[src/rtl/rpc_pkg.sv]
package rpc_pkg;
   typedef enum logic [1:0] {
      PS_ACT = 2'b00,
      PS_SBY = 2'b01,
      PS_SUS = 2'b10,
      PS_OFF = 2'b11
   } pstate_e;

   localparam int unsigned NUM_PS = 4;
endpackage

[src/rtl/rpc_idle_ctr.sv]
module rpc_idle_ctr #(
   parameter int IW = 16
) (
   input  logic          clk,
   input  logic          rst_n,
   input  logic          clr,
   output logic [IW-1:0] cnt_q,
   output logic [IW-1:0] cnt_nx
);
   localparam logic [IW-1:0] CNT_MAX = '1;

   // saturating count of consecutive idle edges
   always_comb begin
      if (clr)                  cnt_nx = '0;
      else if (cnt_q == CNT_MAX) cnt_nx = CNT_MAX;
      else                      cnt_nx = cnt_q + IW'(1);
   end

   always_ff @(posedge clk) begin
      if (!rst_n) cnt_q <= '0;
      else        cnt_q <= cnt_nx;
   end
endmodule

[src/rtl/rpc_wake_tmr.sv]
module rpc_wake_tmr #(
   parameter int WW = 12
) (
   input  logic          clk,
   input  logic          rst_n,
   input  logic          abort,
   input  logic          load,
   input  logic [WW-1:0] lat,
   output logic          busy,
   output logic          done
);
   logic [WW-1:0] cnt_q;

   assign busy = (cnt_q != '0);
   assign done = (cnt_q == WW'(1));

   always_ff @(posedge clk) begin
      if (!rst_n)      cnt_q <= '0;
      else if (abort)  cnt_q <= '0;
      else if (load)   cnt_q <= (lat == '0) ? WW'(1) : lat;
      else if (busy)   cnt_q <= cnt_q - WW'(1);
   end
endmodule

[src/rtl/rpc_energy_acc.sv]
module rpc_energy_acc #(
   parameter int          EW    = 32,
   parameter int unsigned W_ACT = 5300,
   parameter int unsigned W_SBY = 2000,
   parameter int unsigned W_SUS = 389,
   parameter int unsigned W_OFF = 0
) (
   input  logic                         clk,
   input  logic                         rst_n,
   input  logic [1:0]                   st,
   output logic [rpc_pkg::NUM_PS*EW-1:0] acc_o
);
   localparam int unsigned NPS = rpc_pkg::NUM_PS;
   localparam int unsigned WT [NPS] = '{W_ACT, W_SBY, W_SUS, W_OFF};

   for (genvar s = 0; s < NPS; s++) begin : g_acc
      logic [EW-1:0] acc_q;
      if (WT[s] == 0) begin : g_zero
         // a zero-weight state never accumulates
         always_ff @(posedge clk) acc_q <= '0;
      end else begin : g_add
         always_ff @(posedge clk) begin
            if (!rst_n)              acc_q <= '0;
            else if (st == 2'(s))    acc_q <= acc_q + EW'(WT[s]);
         end
      end
      assign acc_o[s*EW +: EW] = acc_q;
   end
endmodule

[src/rtl/rank_pwr_ctrl.sv]
module rank_pwr_ctrl #(
   parameter int          IW    = 16,
   parameter int          WW    = 12,
   parameter int          EW    = 32,
   parameter int unsigned W_ACT = 5300,
   parameter int unsigned W_SBY = 2000,
   parameter int unsigned W_SUS = 389,
   parameter int unsigned W_OFF = 0
) (
   input  logic          clk,
   input  logic          rst_n,
   input  logic          rank_en,
   input  logic          req_valid,
   input  logic [IW-1:0] cfg_sby_idle,
   input  logic [IW-1:0] cfg_sus_idle,
   input  logic [WW-1:0] cfg_wake_sby,
   input  logic [WW-1:0] cfg_wake_sus,
   input  logic [WW-1:0] cfg_wake_off,
   output logic [1:0]    pstate,
   output logic          ready,
   output logic          req_err,
   output logic [4*EW-1:0] energy
);
   import rpc_pkg::*;

   if (IW < 2)  begin : g_bad_iw $error("IW must be at least 2"); end
   if (WW < 2)  begin : g_bad_ww $error("WW must be at least 2"); end
   if (EW < 16) begin : g_bad_ew $error("EW must be at least 16"); end

   pstate_e       st_q, st_d;
   logic [IW-1:0] idle_q, idle_nx;
   logic          idle_clr;
   logic          wk_busy, wk_done, wk_start;
   logic [WW-1:0] wk_lat;
   logic          err_q;

   // idle counting only in the two shallow states with no wake pending
   assign idle_clr = req_valid || wk_busy || !rank_en ||
                     !((st_q == PS_ACT) || (st_q == PS_SBY));

   rpc_idle_ctr #(.IW(IW)) u_idle (
      .clk    (clk),
      .rst_n  (rst_n),
      .clr    (idle_clr),
      .cnt_q  (idle_q),
      .cnt_nx (idle_nx)
   );

   assign wk_start = rank_en && req_valid && (st_q != PS_ACT) && !wk_busy;

   always_comb begin
      unique case (st_q)
         PS_SUS:  wk_lat = cfg_wake_sus;
         PS_OFF:  wk_lat = cfg_wake_off;
         default: wk_lat = cfg_wake_sby;
      endcase
   end

   rpc_wake_tmr #(.WW(WW)) u_wake (
      .clk   (clk),
      .rst_n (rst_n),
      .abort (!rank_en),
      .load  (wk_start),
      .lat   (wk_lat),
      .busy  (wk_busy),
      .done  (wk_done)
   );

   always_comb begin
      st_d = st_q;
      if (!rank_en) begin
         st_d = PS_OFF;
      end else if (wk_done) begin
         st_d = PS_ACT;
      end else if (!req_valid && !wk_busy) begin
         unique case (st_q)
            PS_ACT:  if (idle_nx >= cfg_sby_idle) st_d = PS_SBY;
            PS_SBY:  if (idle_nx >= cfg_sus_idle) st_d = PS_SUS;
            default: st_d = st_q;
         endcase
      end
   end

   always_ff @(posedge clk) begin
      if (!rst_n) begin
         st_q  <= PS_OFF;
         err_q <= 1'b0;
      end else begin
         st_q  <= st_d;
         err_q <= req_valid && !rank_en;
      end
   end

   rpc_energy_acc #(
      .EW(EW), .W_ACT(W_ACT), .W_SBY(W_SBY), .W_SUS(W_SUS), .W_OFF(W_OFF)
   ) u_energy (
      .clk   (clk),
      .rst_n (rst_n),
      .st    (st_q),
      .acc_o (energy)
   );

   assign pstate  = st_q;
   assign ready   = (st_q == PS_ACT);
   assign req_err = err_q;
endmodule

[config.mk]
export PLATFORM = sky130hd
export DESIGN_NAME = rank_pwr_ctrl
export DESIGN_NICKNAME = d
export VERILOG_FILES = /design/src/rtl/rpc_pkg.sv /design/src/rtl/rpc_idle_ctr.sv /design/src/rtl/rpc_wake_tmr.sv /design/src/rtl/rpc_energy_acc.sv /design/src/rtl/rank_pwr_ctrl.sv
export SDC_FILE = /design/constraint.sdc
export NUM_CORES = 1
export LEC_CHECK = 0
export BUFFER_PORTS_ARGS = -buffer_cell sky130_fd_sc_hd__buf_2
export CORE_MARGIN = 2
export CORE_UTILIZATION = 35
export DETAILED_ROUTE_END_ITERATION = 8
export GPL_ROUTABILITY_DRIVEN = 0
export PLACE_DENSITY = 0.6
export REMOVE_ABC_BUFFERS = 1
export SLEW_MARGIN = 0
export SYNTH_ARGS = -nofsm -noshare
export SYNTH_HDL_FRONTEND = slang
export SYNTH_SLANG_ARGS = --single-unit
[constraint.sdc]
create_clock -name clk -period 9.8 [get_ports clk]
set_input_delay 0.49 -clock clk [delete_from_list [all_inputs] [get_ports clk]]
set_output_delay 0.49 -clock clk [all_outputs]
set_load 0.01 [all_outputs]
# == Word-level counts from Yosys, hierarchy flattened ==
# Cells that the tools add are included.
# classes
add_sub_neg,5
n_lt_le_gt_ge,2
n_eq_ne,7
muxes,11
n_reduce_logical,22
# ops
operator,count
2-to-1 mux 12 bit,3
adder 32 x 11 -> 32 bit (second input constant),1
adder 32 x 13 -> 32 bit (second input constant),1
adder 32 x 9 -> 32 bit (second input constant),1
greater-or-equal comparator 16 bit,2
2-to-1 mux 16 bit,2
case mux 12 bit (2 select lines),1
adder 16 x 1 -> 16 bit (second input constant),1
== test 16 bit (second input constant),1
== test 12 x 1 -> 1 bit (second input constant),1
zero test 12 bit,1
nonzero test 12 bit,1
subtractor 12 x 1 -> 12 bit (second input constant),1
2-to-1 mux 2 bit,4
inequality test 3 x 1 -> 1 bit (second input constant),2
nonzero test 2 bit,3
logical AND 1 bit,5
== test 2 bit (second input constant),2
zero test 1 bit,4
logical OR 1 bit,4
case mux 2 bit (2 select lines),1
AND reduction 4 bit,1
nonzero test 3 bit,1
== test 2 x 1 -> 1 bit (second input constant),1
2 further kinds,2
# word_totals
regBits,127
input_bits,72
out_inout_bits,132
wordCells,54

# == Depth between registers and ports, before layout ==
# Gate-level depths: netlist (run 1).
# logic_depth
depth_word,10
depth_mapped,14
mapped_depth_nobuf,14

# == Modules after synthesis ==
# Synthesis (run 1) repeated with hierarchy kept, for this count alone.
# unflattened
hier_cells,931
hier_area_um2,7627.3
# by_module_without_submodules
module,instances,cells_each,area_each_um2,seq_area_each_um2
rpc_energy_acc,1,556,4758.3,1801.7
rank_pwr_ctrl,1,170,1199.9,60.1
rpc_idle_ctr,1,110,884.6,320.3
rpc_wake_tmr,1,95,784.5,240.2

# == Least setup slack after synthesis (run 1) ==
# Ideal clock, no wire load.
# synth_path
path_kind,flip-flop to flip-flop
from,register u_wake.cnt_q[5]
to,"register st_q[0], in the netlist pstate[0]"
arrival_time_ns,3.065
required_time_ns,9.680
setup_slack_ns,6.615
path_stages_with_launch,14
n_path_buf,2
cell_sequence,dfxtp_1 -> nor4_2 -> and4b_1 -> buf_6 -> nand3_2 -> buf_2 -> a21o_1 -> ha_1 -> nand2b_1 -> a2111oi_0 -> o31ai_1 -> a211oi_1 -> nor4_1 -> a211o_1
# synth_via
elab_chain_cells,8
word_cells_on_any_way,16
# synth_lines
element,line_no,rtl
start: declaration,rpc_wake_tmr.sv:12,logic [WW-1:0] cnt_q;
start signal: assignment,rpc_wake_tmr.sv:20,else if (load) cnt_q <= (lat == '0) ? WW'(1) : lat;
start signal: assignment,rpc_wake_tmr.sv:21,else if (busy) cnt_q <= cnt_q - WW'(1);
nonzero test 12 bit,rpc_wake_tmr.sv:14,assign busy = (cnt_q != '0);
logical OR 1 bit (3 in series),rank_pwr_ctrl.sv:38,assign idle_clr = req_valid || wk_busy || !rank_en ||
2-to-1 mux 16 bit,rpc_idle_ctr.sv:14,if (clr) cnt_nx = '0;
"greater-or-equal comparator 16 bit, on equally long branches","rank_pwr_ctrl.sv:78, rank_pwr_ctrl.sv:77",
inequality test 3 x 1 -> 1 bit (no source line),n/a,
AND reduction 4 bit (no source line),n/a,
end signal: assignment,rank_pwr_ctrl.sv:89,st_q <= st_d;
end: declaration,rank_pwr_ctrl.sv:30,"pstate_e st_q, st_d;"
# Several ways; a longest one is shown, not always the timed one.
# A chain may end at the register's enable or synchronous reset.

# == Final worst setup path (run 1) ==
# Same ends and word-level chain as after synthesis.

==> impl_metrics.yaml, run 1 <==
cells_and_area:
  areaGrowthSynthToFinish_pct: 20.1
  n_antenna_cell: 0
  drive_gt1_share_pct: 21.4
  most-common-layout-cells: "sky130_fd_sc_hd__buf_2 (165), sky130_fd_sc_hd__dfxtp_1 (121), sky130_fd_sc_hd__nor2_1 (107)"
  finalNetCount: 1128
  mostFrequentLayoutCell: "sky130_fd_sc_hd__buf_2"
floorplanning:
  num_rows: 51
  chipHeight_um: 146
  starting_utilization_of_the_core_area_pct: 35.8
  chip_width_um: 146
  io-pin-count: 204
  floorplan.core_area_um2: 19600
  die-area_um2: 21200
worst_setup_path:
  r2r.worst_path.cells: 11
  crit_arrival_ns: 4.19
  crit_path_cell_trace: "nor4_2 > and4b_1 > nand3_2 > a21o_1 > ha_1 > nand2b_1 > a2111oi_0 > o31ai_1 > a211oi_1 > nor4_1 > a211o_1"
  criticalPathCategory: "reg -> reg"
  critical_path.endpoint_type: "flip-flop"
  worst-r2r-setup-slack_ns: 5.91
  timing.critical_path.buf_inv: 0
  regToRegStartpoint: "u_wake.cnt_q[5]"
  worst_path_required_ns: 10.10
  critical_path.slowest_cell: "sky130_fd_sc_hd__a2111oi_0"
  startpoint_type: "flip-flop"
  crit_family: "compound AO/OA/AOI/OAI gates"
  crit_fanout: 19
  timing.rr.end: "pstate[0]"
  worst_path_largest_cell_delay_ns: 0.54
sta:
  timing.final.hold_violations: 0
  max_slew_margin_pct: 34.7
  achievable-frequency_mhz: 257
  final_slew_violations: 0
  setup_viol: 0
  worst_slew_pin_slew_ns: 0.980
  timing.final.crit_share_pct: 39.7
  grt_setup_unrepaired: "false"
  period_minus_slack_ns: 3.89
  clock-skew-final_ns: 0.00687
  setup_tns_ns: 0
route:
  remaining_drc_errors: 0
  detailedRoute.firstIterationViolations: 267
  detail_route.wl_per_cell_um: 13.4
  drt-pass1-iter-count: 4
  vias_per_cell: 4.84
  number_of_routed_nets_with_antenna_violations: 0
  via_count: 6273
  routed_wire_length_um: 17300
clock_network:
  cts.clk_slew.worst_paths_ns: 0.06
  clock-root-buffer: "sky130_fd_sc_hd__clkbuf_16"
  clkLatencyLatePin_ns: 0.41
  cts_tree: "built"
  cts.repair_timing.setup_buffer_count: 0
  cts_hold_buf: 0
  cts_buffers: 17
  htree_num_levels: 4
  clock_tree.buffer_depth: 2
  cts.sink_count: 121
  post_cts.resized_instances: 0
flow_run:
  drv.max_cap_violation_count: 0
grt:
  overflow: 0
  wire_length_of_the_first_global_routing_pass_um: 29100
  globalRouteTotalUtil_pct: 16.7
  grt_max_degree: 70
  grt_pass1_vias: 5890
  grt_antenna_before_repair: 0
synth:
  synth-seq-area-share_pct: 34.5
  main_combinational_cell_family_by_area_after_synthesis: "simple AND/OR/NAND/NOR gates"
  synth_seq_cells: 121
  synth-edff-count: 0
  synth_async_sr_flop_share_pct: 0
  synth_cell_types: 65
  syn-mean-instance-area_um2: 8.13
  synth.area.mux_share_pct: 3.16
  synth_compound_gate_area_share_pct: 12.4
  post_synth_and_or_nand_nor_area_fraction_pct: 24.9
  synth_instances: 863
  yosys_most_used_dff: "sky130_fd_sc_hd__dfxtp_1"
  synth-xor-area-share_pct: 9.36
  combined_area_of_all_synthesized_cells_um2: 7020
  post_synthesis_share_of_cell_area_spent_on_full_adders_half_adders_and_majority_gates_pct: 6.95
  yosysWarningCount: 0
hold_path:
  min-delay-path-class: "in -> reg"
  timing.hold.worst.start: "rank_en"
  whs_path_depth: 2
  worst_hold_path.endpoint: "req_err"
power_and_ir_drop:
  total_power_mw: 1.50
  clockPowerShare_pct: 38.5
  internal_power_component_mw: 1.01
  power_density_nw_per_um2: 178
  p_switching_mw: 0.495
  leakage_nw: 3.75
  power_switching_share_pct: 32.9
  power_frac_seq_pct: 36.6
  power.ir.vdd_worst_mv: 0.117
  combPwrFrac_pct: 24.9
place:
  post-dp-hpwl_um: 12800
  buffer_ports.inserted: 165
outcome:
  status: "finished, final reports clean"
==> sequential cells by signal, indices dropped and copies added (netlist names) <==
register,flops
req_err,1
u_idle.cnt_q,16
u_wake.cnt_q,12
pstate,2
u_energy.g_acc.acc_q,90
==> area by class of cell <==
type / instances / area [um^2]
Clock inverter: 13 / 92.6
Timing Repair Buffer: 168 / 848
Fill cell: 2029 / 11200
Inverter: 42 / 158
Sequential cell: 121 / 2420
Multi-Input combinational cell: 667 / 4130
Clock buffer: 19 / 453
Tap cell: 265 / 332
==> power groups by stage <==
stage	combinational (mW)	clock [mW]	sequential, mW
4_1_cts	0.377	0.594	0.550
5_1_grt	0.428	0.618	0.554
6_report	0.374	0.579	0.550
3_5_place_dp	0.374	0	0.560
2_1_floorplan	0.275	0	0.563
3_3_place_gp	0.371	0	0.559
==> synth_stat cells, types with 9 or more instances <==
library cell	number	area share (%)
sky130_fd_sc_hd__xor2_1	40	5.0
sky130_fd_sc_hd__o21ai_0	28	2.0
sky130_fd_sc_hd__mux2i_1	21	3.0
sky130_fd_sc_hd__a211oi_1	10	1.1
sky130_fd_sc_hd__nor2_1	107	5.7
sky130_fd_sc_hd__nand2_1	70	3.7
sky130_fd_sc_hd__nand2b_1	12	1.1
sky130_fd_sc_hd__dfxtp_1	121	35
sky130_fd_sc_hd__and2_1	13	1.2
sky130_fd_sc_hd__clkbuf_1	21	1.1
sky130_fd_sc_hd__nor4_1	10	0.89
sky130_fd_sc_hd__xnor2_1	35	4.4
sky130_fd_sc_hd__nand3_1	33	2.4
sky130_fd_sc_hd__a21oi_1	76	5.4
sky130_fd_sc_hd__inv_1	40	2.1
sky130_fd_sc_hd__or3_1	20	1.8
sky130_fd_sc_hd__nand4_1	18	1.6
sky130_fd_sc_hd__buf_4	39	4.2
sky130_fd_sc_hd__ha_1	39	7.0
sky130_fd_sc_hd__nor3_1	17	1.2
sky130_fd_sc_hd__and3_1	9	0.80
==> metal layers <==
metal	wire (um)	vias up	GRT usage, %
li1	-	3223	-
met1	7990	2881	20.8
met2	8230	142	28.1
met3	625	27	3.57
met4	471	0	6.81
met5	0	-	0
==> worst reg2reg max path: cells and delay by family (launching register included) <==
kind | cells | cell delay, ns
compound gates | 5 | 1.73
simple gates | 5 | 1.42
flops | 1 | 0.36
fa+ha+maj | 1 | 0.26
==> cells by family (layout without fill, tap and decap cells) <==
family          after synthesis  in the layout
flops                       121            121
mux                          22             22
xor+xnor                     75             75
simple gates                348            348
other cells                   1             38
fa+ha+maj                    39             39
compound gates              145            145
buf+inv                     112            242
==> worst max path at each step <==
stage	startpoint	depth (start not counted)	end	slack, ns
final	u_wake.cnt_q[5]	11	pstate[0]	5.91
after global routing	u_idle.cnt_q[0]	12	pstate[0]	5.53
after CTS	u_wake.cnt_q[5]	11	pstate[0]	5.91
after detailed placement	u_wake.cnt_q[5]	11	pstate[0]	5.92
after global placement	u_wake.cnt_q[5]	11	pstate[0]	6.01
after floorplan	u_wake.cnt_q[5]	11	pstate[0]	6.65
==> through the flow <==
stage               util [%]  worst slack [ns]  hold slack, ns  instances  cell area [um^2]
finish                  43.0              5.91           0.352       1295              8430
CTS                     43.0              5.91           0.333       1295              8430
floorplan                  -              6.65           0.486        830              6710
global route            43.0              5.53           0.360       1295              8430
detailed placement      40.3              5.92           0.461       1263              7890
global placement        40.3              6.01           0.454       1263              7890
Note: power is estimated with default switching activity, not from simulation.
==> run 2: changes to the inputs <==
- ABC_AREA: not set -> 1
- PLACE_DENSITY: 0.6 -> 0.59
- clock period: 9.8 -> 4 ns (I/O delays scaled with it)
==> run 2 against run 1 <==
Clock-buffer cell count grew 3. Clock skew rose by 0.00073 ns. Core utilization is 0.20 points lower. Cell area grew 11%. Setup slack worse by 4.9 ns. Synthesized cell count is 39% higher. Synthesized area increased by 11%. Critical path depth rose by 9. Sequential power up 150%.
==> impl_metrics.yaml, run 2 <==
outcome:
  status: "finished, final reports clean"
cells_and_area:
  drive_gt1_share_pct: 16.4
  flip_flop_count_of_the_largest_register_all_copies_and_words_added: 90
  final.fill_count: 2348
  max_flop_register: "u_energy.g_acc.acc_q"
  finish.instance_area_um2: 9350
  areaGrowthSynthToFinish_pct: 19.8
  finalNetCount: 1473
  ff_latch_area_um2: 2420
  multi_input_logic_area_um2: 4440
  most-common-layout-cells: "sky130_fd_sc_hd__nand2_1 (248), sky130_fd_sc_hd__inv_1 (177), sky130_fd_sc_hd__buf_2 (165)"
  layout_top_registers: "u_energy.g_acc.acc_q (90), u_idle.cnt_q (16), u_wake.cnt_q (12)"
  n_antenna_cell: 0
  mostFrequentLayoutCell: "sky130_fd_sc_hd__nand2_1"
route:
  routed_wire_length_um: 21000
  detailedRoute.firstIterationViolations: 434
  via_count: 7933
  number_of_routed_nets_with_antenna_violations: 0
  remaining_drc_errors: 0
  drt-pass1-iter-count: 5
  detail_route.wl_per_cell_um: 12.7
  vias_per_cell: 4.80
synth:
  synth-edff-count: 0
  synth.most_common_cell: "sky130_fd_sc_hd__nand2_1"
  synth.largest_area_cell: "sky130_fd_sc_hd__dfxtp_1"
  netlist_top_cells_area: "sky130_fd_sc_hd__dfxtp_1 (31%), sky130_fd_sc_hd__nand2_1 (12%), sky130_fd_sc_hd__inv_1 (8.6%), sky130_fd_sc_hd__nor2_1 (7.4%), sky130_fd_sc_hd__ha_1 (6.3%)"
  synth_commonest_cells: "sky130_fd_sc_hd__nand2_1 (248), sky130_fd_sc_hd__inv_1 (178), sky130_fd_sc_hd__nor2_1 (154), sky130_fd_sc_hd__dfxtp_1 (121), sky130_fd_sc_hd__a21oi_1 (90)"
  yosys_most_used_dff: "sky130_fd_sc_hd__dfxtp_1"
  synth_seq_cells: 121
  synth-seq-area-share_pct: 31.1
  synth_cell_types: 48
  yosys.area.top_type_share_pct: 31.1
  synth_async_sr_flop_share_pct: 0
  yosysWarningCount: 0
  syn-mean-instance-area_um2: 6.51
  synth_instances: 1198
  combined_area_of_all_synthesized_cells_um2: 7800
floorplanning:
  starting_utilization_of_the_core_area_pct: 35.7
  chip_width_um: 153
  io-pin-count: 204
  chipHeight_um: 153
  floorplan.core_area_um2: 21800
  die-area_um2: 23500
  num_rows: 54
sta:
  period_minus_slack_ns: 3.03
  clock-skew-final_ns: 0.00760
  grt_setup_unrepaired: "false"
  timing.final.hold_violations: 0
  max_slew_margin_pct: 48.5
  setup_viol: 0
  timing.final.crit_share_pct: 75.8
  final_slew_violations: 0
  worst_slew_pin_slew_ns: 0.772
  setup_tns_ns: 0
  achievable-frequency_mhz: 330
  setup_ws_ns: 0.968
  hold_ws_ns: 0.0253
clock_network:
  cts_buffers: 17
  cts.clk_slew.worst_paths_ns: 0.06
  clock-root-buffer: "sky130_fd_sc_hd__clkbuf_16"
  cts.sink_count: 121
  cts_tree: "built"
  cts.repair_timing.setup_buffer_count: 0
  htree_num_levels: 4
  cts_hold_buf: 0
  clock_tree.buffer_depth: 2
  post_cts.resized_instances: 0
  clkLatencyLatePin_ns: 0.41
hold_path:
  min-delay-path-class: "in -> reg"
grt:
  wire_length_of_the_first_global_routing_pass_um: 35200
  grt_pass1_vias: 7473
  overflow: 0
  grt_max_degree: 39
  globalRouteTotalUtil_pct: 18.0
  grt_antenna_before_repair: 0
flow_run:
  drv.max_cap_violation_count: 0
place:
  place_ws_ns: 0.975
  placed_area_um2: 8750
  post-dp-hpwl_um: 16400
  buffer_ports.inserted: 165
power_and_ir_drop:
  power_switching_share_pct: 32.4
  total_power_mw: 3.93
  power_density_nw_per_um2: 420
  internal_power_component_mw: 2.65
  power.ir.vdd_worst_mv: 0.257
  power_frac_seq_pct: 34.4
  leakage_nw: 4.50
  p_switching_mw: 1.27
  combPwrFrac_pct: 25.7
  clockPowerShare_pct: 39.9
worst_setup_path:
  startpoint_type: "flip-flop"
  critical_path.endpoint_type: "flip-flop"
  crit_fanout: 9
  criticalPathCategory: "reg -> reg"
  worst_path_required_ns: 4.29
  crit_arrival_ns: 3.32
## run 2: cell count changes after synthesis, moves of 21 or more
cell                      change
sky130_fd_sc_hd__nand2_1    +178
sky130_fd_sc_hd__inv_1      +138
sky130_fd_sc_hd__nor2_1      +47
sky130_fd_sc_hd__nor3_1      +34
sky130_fd_sc_hd__nand3_1     +32
sky130_fd_sc_hd__o21ai_0     +30
sky130_fd_sc_hd__xnor2_1     -28
sky130_fd_sc_hd__xor2_1      -23
sky130_fd_sc_hd__mux2i_1     -21
## run 2: cell families after synthesis
| family | Yosys count | share of synthesized area [%] |
|---|---|---|
| AOI/OAI and AO/OA | 177 | 12.5 |
| xor gates and xnor gates | 24 | 2.69 |
| other | 1 | 0.0481 |
| DFF | 121 | 31.1 |
| adders and majority gates | 39 | 6.26 |
| buffers and inverters | 243 | 13.8 |
| and+or+nand+nor | 593 | 33.7 |
## run 2: critical path, stage by stage, from the launching register on
cell,delay [ns]
sky130_fd_sc_hd__dfxtp_1,0.38
sky130_fd_sc_hd__ha_1,0.22
sky130_fd_sc_hd__nand3_2,0.12
sky130_fd_sc_hd__nor2_4,0.12
sky130_fd_sc_hd__nand2_2,0.08
sky130_fd_sc_hd__nor2_4,0.12
sky130_fd_sc_hd__inv_2,0.08
sky130_fd_sc_hd__nor3_4,0.31
sky130_fd_sc_hd__inv_4,0.13
sky130_fd_sc_hd__o21a_1,0.16
sky130_fd_sc_hd__nor2_1,0.15
sky130_fd_sc_hd__ha_1,0.27
sky130_fd_sc_hd__a21oi_1,0.15
sky130_fd_sc_hd__o21a_1,0.13
sky130_fd_sc_hd__nand2_1,0.08
sky130_fd_sc_hd__nand2_1,0.07
sky130_fd_sc_hd__nand2_1,0.06
sky130_fd_sc_hd__nand2_1,0.06
sky130_fd_sc_hd__nand2_1,0.08
sky130_fd_sc_hd__nand3_1,0.07
sky130_fd_sc_hd__nand3_1,0.08
## run 2: worst paths after layout
kind | start | end | slack (ns) | cells after the start
worst max-delay path | u_idle.cnt_q[0] | pstate[0] | 0.97 | 20
worst min-delay path | rank_en | req_err | 0.03 | 2
worst max register to register | u_idle.cnt_q[0] | pstate[0] | 0.97 | 20
worst min register to register | u_energy.g_acc[2].acc_q[26] | u_energy.g_acc[2].acc_q[26] | 0.46 | 2
## run 2: cell type report
type | instances | share of cell area (%)
multi-input combinational | 871 | 47.5
sequential | 121 | 25.9
timing repair buffer | 168 | 9.08
inverter | 183 | 7.38
clock buffer | 22 | 5.07
tap | 280 | 3.75
clock inverter | 8 | 1.28
## run 2: metrics by stage
step                instances  util, %
floorplan                1175        -
global placement         1623     40.1
detailed placement       1623     40.1
CTS                      1653     42.8
global route             1653     42.8
finish                   1653     42.8
## run 2: power groups by stage
stage	Clock, mW	Combinational (mW)	Sequential, mW
after floorplan	0	0.742	1.37
after global placement	0	1.00	1.37
after detailed placement	0	1.00	1.37
after CTS	1.61	1.01	1.35
after global routing	1.66	1.16	1.36
final	1.57	1.01	1.35
## run 2: layer usage
layer | vias up | routed length [um] | global-route usage [%]
met5 | - | 0 | 0
met4 | 0 | 186 | 3.84
li1 | 4136 | - | -
met3 | 17 | 1340 | 4.65
met1 | 3569 | 9790 | 23.2
met2 | 211 | 9650 | 30.3
